**src/rtl/adc_seq_pkg.sv**
```systemverilog
package adc_seq_pkg;

   typedef enum logic {
      MODE_SINGLE = 1'b0,
      MODE_QUAD   = 1'b1
   } buf_mode_e;

   // mask with one bit per result register covering a contiguous group
   function automatic logic [63:0] group_mask(input int unsigned first,
                                              input int unsigned count);
      logic [63:0] m;
      m = '0;
      for (int unsigned i = 0; i < 64; i++) begin
         if (i >= first && i < first + count) m[i] = 1'b1;
      end
      return m;
   endfunction

endpackage

```
**src/rtl/adc_seq_trigger.sv**
```systemverilog
module adc_seq_trigger #(
   parameter int PERIOD_W = 16
) (
   input  logic                clk,
   input  logic                rst_n,
   input  logic                restart,
   input  logic                parallel_i,
   input  logic [PERIOD_W-1:0] period_i,
   output logic                start_req
);

   logic [PERIOD_W-1:0] interval;
   logic [PERIOD_W-1:0] count_q;
   logic                at_end;

   always_comb begin
      if (parallel_i) interval = {2'b00, period_i[PERIOD_W-1:2]};
      else            interval = period_i;
   end

   assign at_end    = (count_q >= interval - 1'b1);
   assign start_req = at_end;

   always_ff @(posedge clk) begin
      if (!rst_n)       count_q <= '0;
      else if (restart) count_q <= '0;
      else if (at_end)  count_q <= '0;
      else              count_q <= count_q + 1'b1;
   end


   start_gap_chk: assert property (@(posedge clk) disable iff (!rst_n)
      (start_req && !restart && period_i >= PERIOD_W'(8)) |=> !start_req);

endmodule

```
**src/rtl/adc_seq_writer.sv**
```systemverilog
module adc_seq_writer #(
   parameter int NUM_CH   = 8,
   parameter int DEPTH    = 4,
   parameter int RES_W    = 10,
   parameter int NARROW_W = 8,
   localparam int CH_W    = $clog2(NUM_CH),
   localparam int SLOT_W  = $clog2(DEPTH)
) (
   input  logic              clk,
   input  logic              rst_n,
   input  logic              quad_i,
   input  logic [CH_W-1:0]   sel_i,
   input  logic              narrow_i,
   input  logic              cfg_change,
   input  logic              conv_done,
   input  logic [CH_W-1:0]   conv_ch,
   input  logic [RES_W-1:0]  conv_data,
   output logic              wr_en,
   output logic [CH_W-1:0]   wr_addr,
   output logic [RES_W-1:0]  wr_data,
   output logic              complete,
   output logic [NUM_CH-1:0] complete_mask,
   output logic              irq
);
   import adc_seq_pkg::*;

   logic [SLOT_W-1:0] slot_q;
   logic [CH_W-1:0]   bank_base;
   logic              last_slot;

   assign bank_base = {sel_i[CH_W-1:SLOT_W], {SLOT_W{1'b0}}};
   assign last_slot = (slot_q == SLOT_W'(DEPTH - 1));

   always_comb begin
      wr_en = conv_done;
      if (quad_i) wr_addr = bank_base | CH_W'(slot_q);
      else        wr_addr = conv_ch;
      complete = conv_done && (!quad_i || last_slot);
      if (quad_i) complete_mask = NUM_CH'(group_mask(int'(bank_base), DEPTH));
      else        complete_mask = NUM_CH'(group_mask(int'(conv_ch), 1));
   end

   generate
      if (NARROW_W < RES_W) begin : g_trim
         always_comb begin
            if (narrow_i)
               wr_data = {conv_data[RES_W-1:RES_W-NARROW_W], {(RES_W-NARROW_W){1'b0}}};
            else
               wr_data = conv_data;
         end
      end else begin : g_full
         assign wr_data = conv_data;
      end
   endgenerate

   always_ff @(posedge clk) begin
      if (!rst_n) begin
         slot_q <= '0;
         irq    <= 1'b0;
      end else begin
         irq <= complete;
         if (cfg_change)            slot_q <= '0;
         else if (conv_done && quad_i) slot_q <= slot_q + 1'b1;
      end
   end


   irq_after_strobe_chk: assert property (@(posedge clk) disable iff (!rst_n)
      irq |-> $past(conv_done));


   quad_irq_last_chk: assert property (@(posedge clk) disable iff (!rst_n)
      (irq && $past(quad_i)) |-> $past(slot_q) == SLOT_W'(DEPTH - 1));


   slot_restart_chk: assert property (@(posedge clk) disable iff (!rst_n)
      cfg_change |=> slot_q == '0);

endmodule

```
**src/rtl/adc_seq_bank.sv**
```systemverilog
module adc_seq_bank #(
   parameter int NUM_CH = 8,
   parameter int RES_W  = 10,
   localparam int CH_W  = $clog2(NUM_CH)
) (
   input  logic             clk,
   input  logic             rst_n,
   input  logic             wr_en,
   input  logic [CH_W-1:0]  wr_addr,
   input  logic [RES_W-1:0] wr_data,
   input  logic [CH_W-1:0]  rd_addr,
   output logic [RES_W-1:0] rd_data
);

   logic [RES_W-1:0] result_q [NUM_CH];

   generate
      for (genvar i = 0; i < NUM_CH; i++) begin : g_reg
         always_ff @(posedge clk) begin
            if (!rst_n)
               result_q[i] <= '0;
            else if (wr_en && wr_addr == CH_W'(i))
               result_q[i] <= wr_data;
         end
      end
   endgenerate

   assign rd_data = result_q[rd_addr];

endmodule

```
**src/rtl/adc_seq_pending.sv**
```systemverilog
module adc_seq_pending #(
   parameter int NUM_CH = 8,
   localparam int CH_W  = $clog2(NUM_CH)
) (
   input  logic              clk,
   input  logic              rst_n,
   input  logic              set_i,
   input  logic [NUM_CH-1:0] set_mask,
   input  logic              rd_en,
   input  logic [CH_W-1:0]   rd_addr,
   output logic              pending
);

   logic [NUM_CH-1:0] mask_q;
   logic              clear;

   assign clear = rd_en && mask_q[rd_addr];

   always_ff @(posedge clk) begin
      if (!rst_n) begin
         pending <= 1'b0;
         mask_q  <= '0;
      end else if (set_i) begin
         pending <= 1'b1;
         mask_q  <= set_mask;
      end else if (clear) begin
         pending <= 1'b0;
         mask_q  <= '0;
      end
   end


   set_wins_chk: assert property (@(posedge clk) disable iff (!rst_n)
      (set_i && clear) |=> pending);

endmodule

```
**src/rtl/adc_result_sequencer.sv**
```systemverilog
module adc_result_sequencer #(
   parameter int NUM_CH       = 8,
   parameter int DEPTH        = 4,
   parameter int RES_W        = 10,
   parameter int NARROW_W     = 8,
   parameter int PERIOD_W     = 16,
   parameter int RESET_PERIOD = 64,
   localparam int CH_W        = $clog2(NUM_CH)
) (
   input  logic                clk,
   input  logic                rst_n,
   input  logic                cfg_we,
   input  logic                cfg_quad,
   input  logic [CH_W-1:0]     cfg_sel,
   input  logic                cfg_narrow,
   input  logic                cfg_parallel,
   input  logic [PERIOD_W-1:0] cfg_period,
   output logic                start_req,
   output logic [CH_W-1:0]     adc_ch,
   input  logic                conv_done,
   input  logic [CH_W-1:0]     conv_ch,
   input  logic [RES_W-1:0]    conv_data,
   input  logic                rd_en,
   input  logic [CH_W-1:0]     rd_addr,
   output logic [RES_W-1:0]    rd_data,
   output logic                irq,
   output logic                pending
);
   import adc_seq_pkg::*;

   generate
      if (NUM_CH % DEPTH != 0) begin : g_bad_depth
         $error("NUM_CH must be a multiple of DEPTH");
      end
      if ((1 << $clog2(DEPTH)) != DEPTH || DEPTH < 2) begin : g_bad_pow
         $error("DEPTH must be a power of two, at least 2");
      end
      if (NARROW_W > RES_W || NARROW_W < 1) begin : g_bad_narrow
         $error("NARROW_W must lie in 1..RES_W");
      end
      if (PERIOD_W < 4 || RESET_PERIOD < 8 || RESET_PERIOD >= (1 << PERIOD_W)) begin : g_bad_period
         $error("RESET_PERIOD must be at least 8 and fit PERIOD_W");
      end
   endgenerate

   buf_mode_e           mode_q;
   logic [CH_W-1:0]     sel_q;
   logic                narrow_q;
   logic                parallel_q;
   logic [PERIOD_W-1:0] period_q;
   logic                cfg_change;

   assign cfg_change = cfg_we &&
                       ((buf_mode_e'(cfg_quad) != mode_q) || (cfg_sel != sel_q));

   always_ff @(posedge clk) begin
      if (!rst_n) begin
         mode_q     <= MODE_SINGLE;
         sel_q      <= '0;
         narrow_q   <= 1'b0;
         parallel_q <= 1'b0;
         period_q   <= PERIOD_W'(RESET_PERIOD);
      end else if (cfg_we) begin
         mode_q     <= buf_mode_e'(cfg_quad);
         sel_q      <= cfg_sel;
         narrow_q   <= cfg_narrow;
         parallel_q <= cfg_parallel;
         period_q   <= cfg_period;
      end
   end

   assign adc_ch = sel_q;

   logic              wr_en;
   logic [CH_W-1:0]   wr_addr;
   logic [RES_W-1:0]  wr_data;
   logic              complete;
   logic [NUM_CH-1:0] complete_mask;

   adc_seq_trigger #(.PERIOD_W(PERIOD_W)) u_trigger (
      .clk        (clk),
      .rst_n      (rst_n),
      .restart    (cfg_we),
      .parallel_i (parallel_q),
      .period_i   (period_q),
      .start_req  (start_req)
   );

   adc_seq_writer #(
      .NUM_CH   (NUM_CH),
      .DEPTH    (DEPTH),
      .RES_W    (RES_W),
      .NARROW_W (NARROW_W)
   ) u_writer (
      .clk           (clk),
      .rst_n         (rst_n),
      .quad_i        (mode_q == MODE_QUAD),
      .sel_i         (sel_q),
      .narrow_i      (narrow_q),
      .cfg_change    (cfg_change),
      .conv_done     (conv_done),
      .conv_ch       (conv_ch),
      .conv_data     (conv_data),
      .wr_en         (wr_en),
      .wr_addr       (wr_addr),
      .wr_data       (wr_data),
      .complete      (complete),
      .complete_mask (complete_mask),
      .irq           (irq)
   );

   adc_seq_bank #(.NUM_CH(NUM_CH), .RES_W(RES_W)) u_bank (
      .clk     (clk),
      .rst_n   (rst_n),
      .wr_en   (wr_en),
      .wr_addr (wr_addr),
      .wr_data (wr_data),
      .rd_addr (rd_addr),
      .rd_data (rd_data)
   );

   adc_seq_pending #(.NUM_CH(NUM_CH)) u_pending (
      .clk      (clk),
      .rst_n    (rst_n),
      .set_i    (complete),
      .set_mask (complete_mask),
      .rd_en    (rd_en),
      .rd_addr  (rd_addr),
      .pending  (pending)
   );


   pend_with_irq_chk: assert property (@(posedge clk) disable iff (!rst_n)
      irq |-> pending);


   narrow_low_chk: assert property (@(posedge clk) disable iff (!rst_n)
      $past(wr_en && narrow_q) |-> u_bank.result_q[$past(wr_addr)][RES_W-NARROW_W-1:0] == '0);


   sel_out_chk: assert property (@(posedge clk) disable iff (!rst_n)
      $past(cfg_we) |-> adc_ch == $past(cfg_sel));

endmodule

```
**config.mk**
```make
export PLATFORM = sky130hd
export DESIGN_NAME = adc_result_sequencer
export DESIGN_NICKNAME = d
export VERILOG_FILES = /design/src/rtl/adc_seq_pkg.sv /design/src/rtl/adc_seq_trigger.sv /design/src/rtl/adc_seq_writer.sv /design/src/rtl/adc_seq_bank.sv /design/src/rtl/adc_seq_pending.sv /design/src/rtl/adc_result_sequencer.sv
export SDC_FILE = /design/constraint.sdc
export NUM_CORES = 1
export LEC_CHECK = 0
export BUFFER_PORTS_ARGS = -buffer_cell sky130_fd_sc_hd__buf_2
export CORE_AREA = 3 3 115 117
export DETAILED_ROUTE_END_ITERATION = 16
export DIE_AREA = 0 0 118 120
export PLACE_DENSITY_LB_ADDON = 0.08
export SLEW_MARGIN = 20
export SYNTH_ARGS = -nofsm -noshare
export SYNTH_HDL_FRONTEND = slang
export SYNTH_HIERARCHICAL = 1
export SYNTH_SLANG_ARGS = --single-unit
```
**constraint.sdc**
```tcl
create_clock -name clk -period 8.01 [get_ports clk]
set_input_delay 0.801 -clock clk [delete_from_list [all_inputs] [get_ports clk]]
set_output_delay 0.801 -clock clk [all_outputs]
set_load 0.005 [all_outputs]
```
==> key figures <==
Global routing
  – Largest net degree at the start of global routing: 53
  – Total Routing Usage GR: 0.240
  – First-pass GRT wire length: between 20,000 and 30,000 µm
  – Number of antenna violations at the first check in global routing: 0
  – Gr ovfl total: 0
  – Number of global-route vias before repair: slightly above 5,000

Drt
  – Vias: ~5,300
  – Drt pass-1 iters: 5
  – Final WL: between 15,000 and 20,000 µm
  – Drt drc: 0
  – Wire per inst: 18.1 µm
  – DRT iter0 DRCs: ~350
  – Antenna-violating nets left: 0
  – Drt via density: just under 6

Clock tree
  – Later-pin clock latency in the skew report: 0.42 ns
  – # hold bufs at CTS: 0
  – CTS sink count: 130
  – Max H-tree Level: 4
  – Clock-pin transition on the worst setup and hold timing paths: about 0.060 ns
  – Postcts setup bufs: 0
  – CTS tree: yes
  – Clock Path Buffers: 2
  – Num CTS Buffers: 17
  – Root Driver: clkbuf_16
  – PostCTS Resize Cnt: 0

Critical path
  – Worst setup path class: flip-flop to output port
  – Flop2flop setup slack: 4.09 ns
  – Critical Path Start Type: flip-flop
  – Crit path max-delay cell type: or4_4
  – Worst r2r path cells: 11
  – Capturing point of the worst reg2reg path: u_trigger/count_q[12]$_SDFF_PP0_
  – CP max FO: 9
  – Crit path cell chain: or4_4, or2_0, nor3_4, nand3b_1, mux2_1, ha_1, nand4_1, nor3_1, o2bb2ai_1, nor2_1, nand2_1, buf_2
  – Worst path max stage delay: a little under 0.6 ns
  – Worst Setup End Kind: output port
  – Arr. time, crit path: between 3 and 4 ns
  – CP required: between 7 and 8 ns
  – FF-to-FF Start: period_q[5]$_SDFFE_PN0P_

Logic synthesis
  – Post-synthesis instance total: 660
  – Seq cells post-synth: 130
  – Post-synth EDFFs: 80
  – Syn_nets: 726
  – Post-synthesis async set-or-reset flop share: 0
  – Netlist Area Pre-Place: 0.00729 mm²
  – Top_reg_cell synth: edfxtp_1
  – Syn_area_per_cell: 11.0 µm²
  – Register area share after synthesis: 0.467
  – Synth warn: 6
  – Post-synth cell types: between 70 and 80

Die
  – I/O Pins: 59
  – Die Span X: 118 µm
  – Core area: around 0.012 mm²
  – Rows: ~40
  – Die height: ~120 µm
  – Die area: roughly 0.014 mm²
  – Initial core utilization: 0.585

STA
  – Final setup skew: between 0.01 and 0.015 ns
  – Worst Tran Pin Value: between 0.9 and 1 ns
  – Slew Limit Fails: 0
  – Final setup TNS: 0 ns
  – Endpoints failing hold: 0
  – # setup viols final: 0
  – Fmax: 219 MHz
  – Final Cycle Share: 0.570
  – RSZ-0062 raised after global routing: no
  – Final worst path period need: ~4.6 ns
  – Final hold slack: ~0.47 ns
  – Relative slew margins: 0.343

Placed design
  – Routability cong.: between 0.8 and 0.9
  – DP HPWL: slightly above 10,000 µm
  – Dpl cell area: 0.00759 mm²
  – Buffers added on ports: 58

Outcome
  – Status: complete, no violations

Layout
  – Filler cell count: about 1,000
  – Share of cells above drive strength 1: 0.178
  – ANT cells: 0
  – Layout area overhead: 11.7%
  – Final core occ: 0.653
  – Multi-input gate area: approximately 0.0035 mm²
  – Design Area, Final: between 0.008 and 0.009 mm²
  – Register area: roughly 0.0034 mm²
  – # nets final: 765

Min path
  – Hold Path Depth: 1
  – Hold path start: u_trigger/count_q[0]$_SDFF_PP0_
  – Hold Path End: u_trigger/count_q[0]$_SDFF_PP0_
  – Hold Crit Class: flip-flop to flip-flop

Pwr
  – PD cells: about 210 mW/mm²
  – Worst vdd ir: 0.121 mV
  – Leakage: roughly 0.0031 µW

Job
  – Max cap viols: 0
[synthesized netlist by cell type (all sizes together) (8+ instances only)]
cell / n / area (µm²)
a21oi: 17 / 85.1
buf: 25 / 205
clkbuf: 25 / 93.8
clkinv: 12 / 45.0
dfxtp: 50 / 1000
edfxtp: 80 / 2400
ha: 23 / 288
inv: 10 / 37.5
mux2: 11 / 124
mux2i: 31 / 310
mux4: 21 / 548
nand2: 27 / 101
nand2b: 8 / 50.1
nand3: 15 / 75.1
nand3b: 11 / 82.6
nor2: 42 / 158
nor2b: 28 / 175
nor3: 89 / 457
o21ai: 29 / 149
o31a: 8 / 70.1
xnor2: 9 / 78.8
xor2: 20 / 175
[through the flow]
step / power [µW] / cells / setup WS, ns
2_1_floorplan: 925 / 660 / 4.41
3_3_place_gp: 981 / 852 / 4.11
3_5_place_dp: 985 / 852 / 3.93
4_1_cts: 1710 / 884 / 3.45
5_1_grt: 1760 / 884 / 3.22
6_report: 1700 / 884 / 3.44
[power by group]
group	total (µW)	leakage (µW)	switching, µW	internal, µW
Combinational	211	0.00161	124	86.9
Sequential	761	0.00125	20.3	741
Clock	723	0.000282	287	437
Total	1700	0.00314	431	1260
[final cells by class]
class / instances / share of cell area
Clock buffer: 20 / 0.0550
Clock inverter: 12 / 0.0131
Inverter: 22 / 0.0101
Multi-Input combinational cell: 458 / 0.431
Sequential cell: 130 / 0.418
Tap cell: 172 / 0.0264
Timing Repair Buffer: 70 / 0.0467
[cells in the final DEF, fill, tap and decap left out, drive strengths merged, types with 3 or more instances in the layout]
master / synthesis / final
nand4: 5 / 5
a211oi: 3 / 3
or4: 4 / 4
clkbuf: 25 / 20
or2: 4 / 4
ha: 23 / 23
mux4: 21 / 21
nand2: 27 / 27
nor4: 4 / 4
mux2: 11 / 11
xnor2: 9 / 9
mux2i: 31 / 31
clkinv: 12 / 19
inv: 10 / 14
nand2b: 8 / 8
nor2: 42 / 42
o31a: 8 / 8
xor2: 20 / 20
dfxtp: 50 / 50
a21oi: 17 / 17
buf: 25 / 70
and3: 4 / 4
nor3: 89 / 89
nor2b: 28 / 28
nand3: 15 / 15
o21ai: 29 / 29
o221ai: 3 / 3
edfxtp: 80 / 80
nand3b: 11 / 11
nor3b: 5 / 5
or3: 4 / 4
[how the worst max path moves through the flow]
stage                                  start   endpoint  slack [ns]  cells after the start
detailed placement  period_q[5]$_SDFFE_PN0P_  start_req        3.93                     12
CTS                 period_q[5]$_SDFFE_PN0P_  start_req        3.45                     12
finish              period_q[5]$_SDFFE_PN0P_  start_req        3.44                     12
global placement    period_q[5]$_SDFFE_PN0P_  start_req        4.11                     12
floorplan            parallel_q$_SDFFE_PN0P_  start_req        4.41                     14
global route        period_q[4]$_SDFFE_PN0P_  start_req        3.22                     12
[flip-flops by register name (all words and copies together), names as in the netlist]
register,count
adc_ch,3
mode_q,1
narrow_q,1
parallel_q,1
period_q,16
u_bank/result_q,80
u_pending/mask_q,8
u_pending/pending,1
u_trigger/count_q,16
u_writer/irq,1
u_writer/slot_q,2
[metal layers]
metal	part of all wire	GRT usage	vias up
met5	0	0	-
met4	0.014	0.0777	0
met3	0.048	0.0476	22
met2	0.51	0.419	130
met1	0.42	0.302	2546
li1	-	-	2552
[critical path, delay by kind of cell (launching register included)]
| kind | cells | cell delay [ns] |
|---|---|---|
| AND/OR/NAND/NOR | 8 | 2.01 |
| flip-flops | 1 | 0.39 |
| multiplexers | 1 | 0.33 |
| adder cells (fa/ha/maj) | 1 | 0.32 |
| AO/OA/AOI/OAI | 1 | 0.17 |
| buffers and inverters | 1 | 0.11 |
[kinds of logic after synthesis]
group                      share of synthesized area
AOI/OAI and AO/OA                             0.0856
xor gates and xnor gates                      0.0348
and+or+nand+nor                                0.186
muxes                                          0.135
DFF                                            0.467
adders and majority gates                     0.0395
buffers and inverters                         0.0523
No activity file was read; power rests on OpenSTA's default activity.
